$ cat src/rtl/nvk_pkg.sv
package nvk_pkg;
    typedef enum logic [2:0] {
        S_WAIT_EN  = 3'd0,
        S_RESTORE  = 3'd1,
        S_LOCKOUT  = 3'd2,
        S_RUN      = 3'd3,
        S_PARK     = 3'd4
    } nvk_state_e;
endpackage

$ cat src/rtl/nvk_edge_sync.sv
// Multi-flop synchroniser followed by a rising-edge detector.
module nvk_edge_sync #(
    parameter int STAGES = 2
) (
    input  logic clk,
    input  logic rst_n,
    input  logic async_in,
    output logic rise
);
    logic [STAGES-1:0] chain;
    logic              prev;

    generate
        if (STAGES == 1) begin : g_one
            always_ff @(posedge clk or negedge rst_n) begin
                if (!rst_n) chain <= '0;
                else        chain <= async_in;
            end
        end else begin : g_many
            always_ff @(posedge clk or negedge rst_n) begin
                if (!rst_n) chain <= '0;
                else        chain <= {chain[STAGES-2:0], async_in};
            end
        end
    endgenerate

    always_ff @(posedge clk or negedge rst_n) begin
        if (!rst_n) prev <= 1'b0;
        else        prev <= chain[STAGES-1];
    end

    assign rise = chain[STAGES-1] & ~prev;
endmodule

$ cat src/rtl/nvk_cycle_timer.sv
// Counts while run is high; done marks the last of CYCLES cycles.
module nvk_cycle_timer #(
    parameter int CYCLES = 4
) (
    input  logic clk,
    input  logic rst_n,
    input  logic run,
    output logic done
);
    localparam int CW = (CYCLES < 2) ? 1 : $clog2(CYCLES);
    localparam logic [CW-1:0] LAST = CW'(CYCLES - 1);

    logic [CW-1:0] cnt;

    always_ff @(posedge clk or negedge rst_n) begin
        if (!rst_n)            cnt <= '0;
        else if (!run)         cnt <= '0;
        else if (cnt != LAST)  cnt <= cnt + 1'b1;
    end

    assign done = run && (cnt == LAST);
endmodule

$ cat src/rtl/nvk_shadow_store.sv
// Retained cells: unaffected by the supply-good reset.
module nvk_shadow_store #(
    parameter int              WIDTH = 2,
    parameter logic [WIDTH-1:0] INIT = '0
) (
    input  logic             clk,
    input  logic             rst_n,
    input  logic             wr_en,
    input  logic [WIDTH-1:0] wr_data,
    output logic [WIDTH-1:0] data,
    output logic             busy
);
    logic [WIDTH-1:0] cells = INIT;

    always_ff @(posedge clk) begin
        if (wr_en) cells <= wr_data;
    end

    always_ff @(posedge clk or negedge rst_n) begin
        if (!rst_n) busy <= 1'b0;
        else        busy <= wr_en;
    end

    assign data = cells;
endmodule

$ cat src/rtl/nv_state_keeper.sv
module nv_state_keeper
    import nvk_pkg::*;
#(
    parameter int               WIDTH       = 2,
    parameter int               SYNC_STAGES = 2,
    parameter int               RESTORE_CYC = 32,
    parameter int               LOCKOUT_CYC = 256,
    parameter logic [WIDTH-1:0] INIT_STATE  = '0
) (
    input  logic             clk,
    input  logic             pwr_ok,
    input  logic             user_clk,
    input  logic             en,
    input  logic [WIDTH-1:0] din,
    output logic [WIDTH-1:0] q,
    output logic [WIDTH-1:0] q_oe,
    output logic             wr_busy
);
    nvk_state_e       state, nxt;
    logic [WIDTH-1:0] cur;
    logic [WIDTH-1:0] stored;
    logic             edge_rise;
    logic             restore_done;
    logic             lock_done;
    logic             capture;
    logic             changed;

    nvk_edge_sync #(.STAGES(SYNC_STAGES)) u_sync (
        .clk      (clk),
        .rst_n    (pwr_ok),
        .async_in (user_clk),
        .rise     (edge_rise)
    );

    nvk_cycle_timer #(.CYCLES(RESTORE_CYC)) u_restore_tmr (
        .clk   (clk),
        .rst_n (pwr_ok),
        .run   (state == S_RESTORE),
        .done  (restore_done)
    );

    nvk_cycle_timer #(.CYCLES(LOCKOUT_CYC)) u_lock_tmr (
        .clk   (clk),
        .rst_n (pwr_ok),
        .run   (state == S_LOCKOUT),
        .done  (lock_done)
    );

    assign capture = (state == S_RUN) && en && edge_rise;
    assign changed = capture && (din != cur);

    nvk_shadow_store #(.WIDTH(WIDTH), .INIT(INIT_STATE)) u_store (
        .clk     (clk),
        .rst_n   (pwr_ok),
        .wr_en   (changed),
        .wr_data (din),
        .data    (stored),
        .busy    (wr_busy)
    );

    // State register
    always_ff @(posedge clk or negedge pwr_ok) begin
        if (!pwr_ok) state <= S_WAIT_EN;
        else         state <= nxt;
    end

    // Next-state logic
    always_comb begin
        nxt = state;
        unique case (state)
            S_WAIT_EN: if (en) nxt = S_RESTORE;
            S_RESTORE: begin
                if (!en)               nxt = S_WAIT_EN;
                else if (restore_done) nxt = S_LOCKOUT;
            end
            S_LOCKOUT: begin
                if (!en)            nxt = S_WAIT_EN;
                else if (lock_done) nxt = S_RUN;
            end
            S_RUN:  if (!en) nxt = S_PARK;
            S_PARK: if (en)  nxt = S_RUN;
            default: nxt = S_WAIT_EN;
        endcase
    end

    // Held value: loaded from the store at restore, from din at capture
    always_ff @(posedge clk or negedge pwr_ok) begin
        if (!pwr_ok)                                  cur <= '0;
        else if (state == S_RESTORE && restore_done && en) cur <= stored;
        else if (capture)                             cur <= din;
    end

    // Output process
    always_comb begin
        q = cur;
        unique case (state)
            S_LOCKOUT, S_RUN: q_oe = '1;
            default:          q_oe = '0;
        endcase
    end
endmodule

$ cat config.mk
export PLATFORM = sky130hd
export DESIGN_NAME = nv_state_keeper
export DESIGN_NICKNAME = d
export VERILOG_FILES = /design/src/rtl/nvk_pkg.sv /design/src/rtl/nvk_edge_sync.sv /design/src/rtl/nvk_cycle_timer.sv /design/src/rtl/nvk_shadow_store.sv /design/src/rtl/nv_state_keeper.sv
export SDC_FILE = /design/constraint.sdc
export NUM_CORES = 1
export LEC_CHECK = 0
export BUFFER_PORTS_ARGS = -buffer_cell sky130_fd_sc_hd__clkbuf_2
export CELL_PAD_IN_SITES_DETAIL_PLACEMENT = 0
export CELL_PAD_IN_SITES_GLOBAL_PLACEMENT = 2
export CORE_MARGIN = 4
export CORE_UTILIZATION = 37
export DETAILED_ROUTE_END_ITERATION = 7
export GPL_ROUTABILITY_DRIVEN = 0
export GPL_TIMING_DRIVEN = 0
export PLACE_DENSITY = 0.82
export REMOVE_ABC_BUFFERS = 1
export SLEW_MARGIN = 0
export SYNTH_ARGS = -nofsm -noshare
export SYNTH_HDL_FRONTEND = slang
export SYNTH_SLANG_ARGS = --single-unit
$ cat constraint.sdc
create_clock -name clk -period 1.9 [get_ports clk]
set_clock_uncertainty 0.15 [all_clocks]
set_input_delay 0.095 -clock clk [delete_from_list [all_inputs] [get_ports clk]]
set_output_delay 0.095 -clock clk [all_outputs]
set_load 0.05 [all_outputs]
== Word level (Yosys, flattened, before mapping) ==
Index checks and enable logic that the tools add are counted.

* Add/subtract/negate cells: 2
* Equal/unequal tests: 16
* Multiplexer cells: 15
* Bitwise gates (word level): 2
* Reductions and logical operators: 11

{| class="wikitable"
|+ Operators with widths
! kind !! count
|-
| 3-bit two-way mux || 7
|-
| 8-bit two-way mux || 2
|-
| 3-bit one-hot mux with 5 select lines || 1
|-
| 5-bit two-way mux || 2
|-
| 2-bit inequality test (second input constant) || 5
|-
| 8-bit by 1-bit adder with 8-bit output (second input constant) || 1
|-
| 8-bit == test (second input constant) || 1
|-
| 8-bit inequality test (second input constant) || 1
|-
| 1-bit logical AND || 7
|-
| 3-bit by 2-bit == test with 1-bit output (second input constant) || 2
|-
| 2-bit two-way mux || 3
|-
| 3-bit inequality test (second input constant) || 2
|-
| 5-bit by 1-bit adder with 5-bit output (second input constant) || 1
|-
| 5-bit == test (second input constant) || 1
|-
| 5-bit inequality test (second input constant) || 1
|-
| 5-bit AND reduction || 1
|-
| 3-bit by 1-bit == test with 1-bit output (second input constant) || 1
|-
| 3-bit == test (second input constant) || 1
|-
| 3-bit logical NOT || 1
|-
| 2-bit inequality test || 1
|-
| 2-bit nonzero test || 1
|-
| 2-bit OR reduction || 1
|-
| 1-bit AND || 1
|-
| 1-bit inverter || 1
|}

* Register bits after elaboration: 24
* Input port bits: 6
* Output and inout port bits: 5
* Logic and storage cells: 54

== Depth between registers and ports, before layout ==
* Depth in word-level cells: 5
* Mapped depth: 7
* Mapped depth without buffers: 6

== By module ==
Synthesis repeated with hierarchy kept, for this count alone.

* Cell total of the unflattened synthesis: 107
* Area, all modules: 1,219.9 um^2

{| class="wikitable"
|+ By module, submodules not included
! module !! times used !! cells an instance !! area each (um^2)
|-
| nvk_cycle_timer at u_lock_tmr || 1 || 44 || 439.2
|-
| nv_state_keeper || 1 || 34 || 325.3
|-
| nvk_cycle_timer at u_restore_tmr || 1 || 22 || 281.5
|-
| nvk_edge_sync || 1 || 4 || 88.8
|-
| nvk_shadow_store || 1 || 3 || 85.1
|}

== Least setup slack after synthesis ==
No wires, ideal clock.

* Path kind: register to output
* Start point: reg state[1]
* End point: out q_oe[1]
* Data arrival time: 1,529 ps
* Data required time: 1,655 ps
* Path slack: 126 ps
* Stages on the path, launching flop included: 3
* Cell sequence: dfrtp_1 nor2b_1 buf_4

* Cells in the longest elaborated chain, start to end: 3
* Elaborated cells between the ends (all ways): 4
* Classes of those cells: eq/ne: 2; mux: 1; reduce/logical: 1

{| class="wikitable"
|+ Ends and longest elaborated chain
! item !! RTL line !! text
|-
| from (decl) || nv_state_keeper.sv:19 || <nowiki>nvk_state_e state, nxt;</nowiki>
|-
| from (signal assigned) || nv_state_keeper.sv:64 || <nowiki>else state <= nxt;</nowiki>
|-
| 3-bit by 2-bit == test with 1-bit output || nv_state_keeper.sv:96 || <nowiki>unique case (state)</nowiki>
|-
| 2-bit OR reduction * || nv_state_keeper.sv:96 ||
|-
| 2-bit two-way mux * || nv_state_keeper.sv:96 ||
|-
| to (decl) || nv_state_keeper.sv:16 || <nowiki>output logic [WIDTH-1:0] q_oe,</nowiki>
|}

Mark *: on every way between the ends. The rest lies on a longest branch, timed or not.

== Final worst setup path ==
* Start point: reg u_restore_tmr.cnt[0]
* End point: reg state[1]

* Cells in the longest elaborated chain, start to end: 4

{| class="wikitable"
|+ Ends and longest elaborated chain
! item !! RTL line !! text
|-
| from (decl) || nvk_cycle_timer.sv:13 || <nowiki>logic [CW-1:0] cnt;</nowiki>
|-
| from (signal assigned) || nvk_cycle_timer.sv:18 || <nowiki>else if (cnt != LAST) cnt <= cnt + 1'b1;</nowiki>
|-
| 5-bit == test || nvk_cycle_timer.sv:21 || <nowiki>assign done = run && (cnt == LAST);</nowiki>
|-
| 1-bit logical AND || nvk_cycle_timer.sv:21 ||
|-
| 3-bit inequality test (no source line) || - ||
|-
| 5-bit AND reduction (no source line) || - ||
|}

No other way between the ends.
A chain may end at the register's enable or synchronous reset.

==> flow_summary.toml <==
[setup_path]
crit_path_end_kind = "flip-flop"
critPathKind = "flip-flop to flip-flop"
crit_required_ns = 1.97
critPathMaxFanout = 8
rrSetupSlack_ns = 0.17
r2r-start = "u_restore_tmr.cnt[0]"
cp.arrival_ns = 1.81
rr_endpoint = "state[1]"
startpoint_type = "flip-flop"
reg2reg_depth = 6

[die]
dieArea_sq_um = 4106
die_h_um = 64.08
dieWidth_um = 64.08
core.rowCount = 20
io_pins = 11
core_area_sq_um = 3028
start_util = 0.3843

[timing]
period_share = 0.9128
holdWs_ns = 0.1302
rsz0062_at_grt = "false"
tightest_slew_ns = 0.5420
period_needed_ns = 1.734
setup_ws_ns = 0.1656
finalSetupViolCount = 0
tns_ns = 0
drv_slew = 0
finalHoldViolations = 0
max_slew_margin = 0.6387
timing.fmax_mhz = 576.6

[route]
routed.top_layer = "met4"
viasPerCell = 5.054
vias = 849
dr.first_iter.drc_count = 25
antenna_left = 0
route.detailed.drc = 0
first_pass_iters = 4
wire_per_inst_um = 12.54
wl_met1_um = 975
wl_met3_um = 59
drt-total-wl_um = 2106
wl_met2_um = 1047

[clocking]
h-tree-depth = 1
cts_root_buffer = "clkbuf_4"
clock_latency_ns = 0.31
cts.sinks = 24
clockBufferDepth = 2
cts_tree = "yes"
clkTransAtPathRegs_ns = 0.13
postCtsSetupBuffers = 0
cts_made_buffers = 3

[yosys]
synth_ff_type = "dfrtp_1"
synthXorXnorAreaFrac = 0.03763
synth_compound_area_frac = 0.1226
synthArstFlopShare = 0.9167
ys_warn_count = 0
seq_area_frac_synth = 0.5247
synth.area.mux_share = 0.01720
ys_types = 36
yosys.area_share.simple = 0.2204
syn_avg_cell_area_sq_um = 10.48
synth_top_family_by_area = "simple AND/OR/NAND/NOR gates"
synth_edf_count = 2
synth_area_sq_um = 1164
syn_inst = 111
ys_seq_elements = 24
synthAdderAreaFrac = 0.03226

[finish]
final_common_cell = "dfrtp_1"
most-common-layout-cells = "22 x dfrtp_1, 10 x clkbuf_2, 8 x nor2_1"
diodes = 0
area_delta_synth_final_pct = 16.02
nets = 134
drive_above_1_share = 0.1371

[placed_design]
dp_hpwl_um = 1507
pre_cts_ws_ns = 0.004243
port_buffers = 10

[min_path]
hp-class = "primary input to async pin"

[pwr]
total_power_uw = 949.9
ir_worst_vdd_uv = 275.6
powerDensity_nw_per_um2 = 703.6
p_leak_uw = 0.0005559

[flow_run]
maxCapViolations = 0

[global_routing]
grt_max_degree = 23
grt_usage = 0.1134
grt-ovfl-total = 0
antenna_found_initial = 0
grt_pass1_wl_um = 3670
grt_pass1_vias = 816

[run_status]
status = "complete, no violations"
## cells by family after synthesis
kind of cell,count (synthesis)
DFF,24
AOI/OAI and AO/OA,22
and+or+nand+nor,45
xor gates and xnor gates,5
buffers and inverters,10
muxes,2
adders and majority gates,3
## per-stage QoR
stage / cell area [sq um] / utilization / cells
after floorplan: 1126 / - / 105
after global placement: 1231 / 0.4066 / 159
after detailed placement: 1231 / 0.4066 / 159
after CTS: 1336 / 0.4413 / 168
after global routing: 1350 / 0.4459 / 168
final: 1350 / 0.4459 / 168
## area by class of cell
type / instances / area [sq um]
Clock inverter: 1 / 30.03
Timing Repair Buffer: 15 / 100.1
Fill cell: 302 / 1678
Inverter: 4 / 15.01
Sequential cell: 24 / 610.6
Tap cell: 44 / 55.05
Multi-Input combinational cell: 77 / 516.7
Clock buffer: 3 / 22.52
## flip-flops by register name (all words and copies together) (netlist names)
register,cells
u_lock_tmr.cnt,8
u_restore_tmr.cnt,5
state,3
q,2
u_store.data,2
u_sync.chain,2
u_store.busy,1
u_sync.prev,1
## synth_stat cells (2+ instances only)
| master | n | area, sq um |
|---|---|---|
| o21ai_0 | 3 | 15.01 |
| nand3_1 | 3 | 15.01 |
| nor2b_1 | 3 | 18.77 |
| a21boi_0 | 3 | 22.52 |
| dfrtp_1 | 22 | 550.5 |
| or3b_1 | 2 | 17.52 |
| nor3b_1 | 2 | 15.01 |
| a31oi_1 | 4 | 25.02 |
| xor2_1 | 2 | 17.52 |
| buf_4 | 2 | 15.01 |
| nor3_1 | 7 | 35.03 |
| nor4_1 | 3 | 18.77 |
| nand3b_1 | 2 | 15.01 |
| clkbuf_1 | 3 | 11.26 |
| edfxtp_1 | 2 | 60.06 |
| a21oi_1 | 5 | 25.02 |
| ha_1 | 3 | 37.54 |
| inv_1 | 4 | 15.01 |
| nand2_1 | 5 | 18.77 |
| and3_1 | 2 | 12.51 |
| nor2_1 | 8 | 30.03 |
| a211oi_1 | 3 | 22.52 |
| xnor2_1 | 3 | 26.28 |
| nand4_1 | 2 | 12.51 |
| mux2i_1 | 2 | 20.02 |
## critical path, cell delays in order, from the launching register on
cell	delay, ns
dfrtp_1	0.42
ha_1	0.17
and3_1	0.20
ha_4	0.20
a21oi_1	0.07
or2_2	0.28
a21boi_0	0.17
## report_power, final
group | internal [uW] | switching, uW | leakage (uW)
Sequential | 527 | 10.2 | 0.000315
Combinational | 23.9 | 29.1 | 0.000213
Clock | 213 | 147 | 0.0000279
Total | 764 | 186 | 0.000556
## worst max path at each step
stage | from | endpoint | slack (ns) | cells past startpoint
2_1_floorplan | state[2] | u_lock_tmr.cnt[5] | -0.43 | 3
3_3_place_gp | u_restore_tmr.cnt[0] | q[0] | 0.03 | 6
3_5_place_dp | u_restore_tmr.cnt[0] | q[1] | 0.004 | 6
4_1_cts | state[2] | u_store.data[0] | 0.004 | 3
5_1_grt | u_restore_tmr.cnt[0] | q[1] | 0.03 | 6
6_report | u_restore_tmr.cnt[0] | state[1] | 0.17 | 6
## routing by layer
layer  vias up  track usage
met5         -            0
met4         0      0.04852
met3         2      0.02109
met2         8       0.1755
met1       408       0.1544
li1        431            -
## timing repair
action,in CTS,in global routing
endpoints found under the hold margin,29,0
pin swaps,0,0
hold buffers,5,0
resized for setup,1,3
endpoints found under the setup margin,3,4
Note: power is estimated with default switching activity, not from simulation.
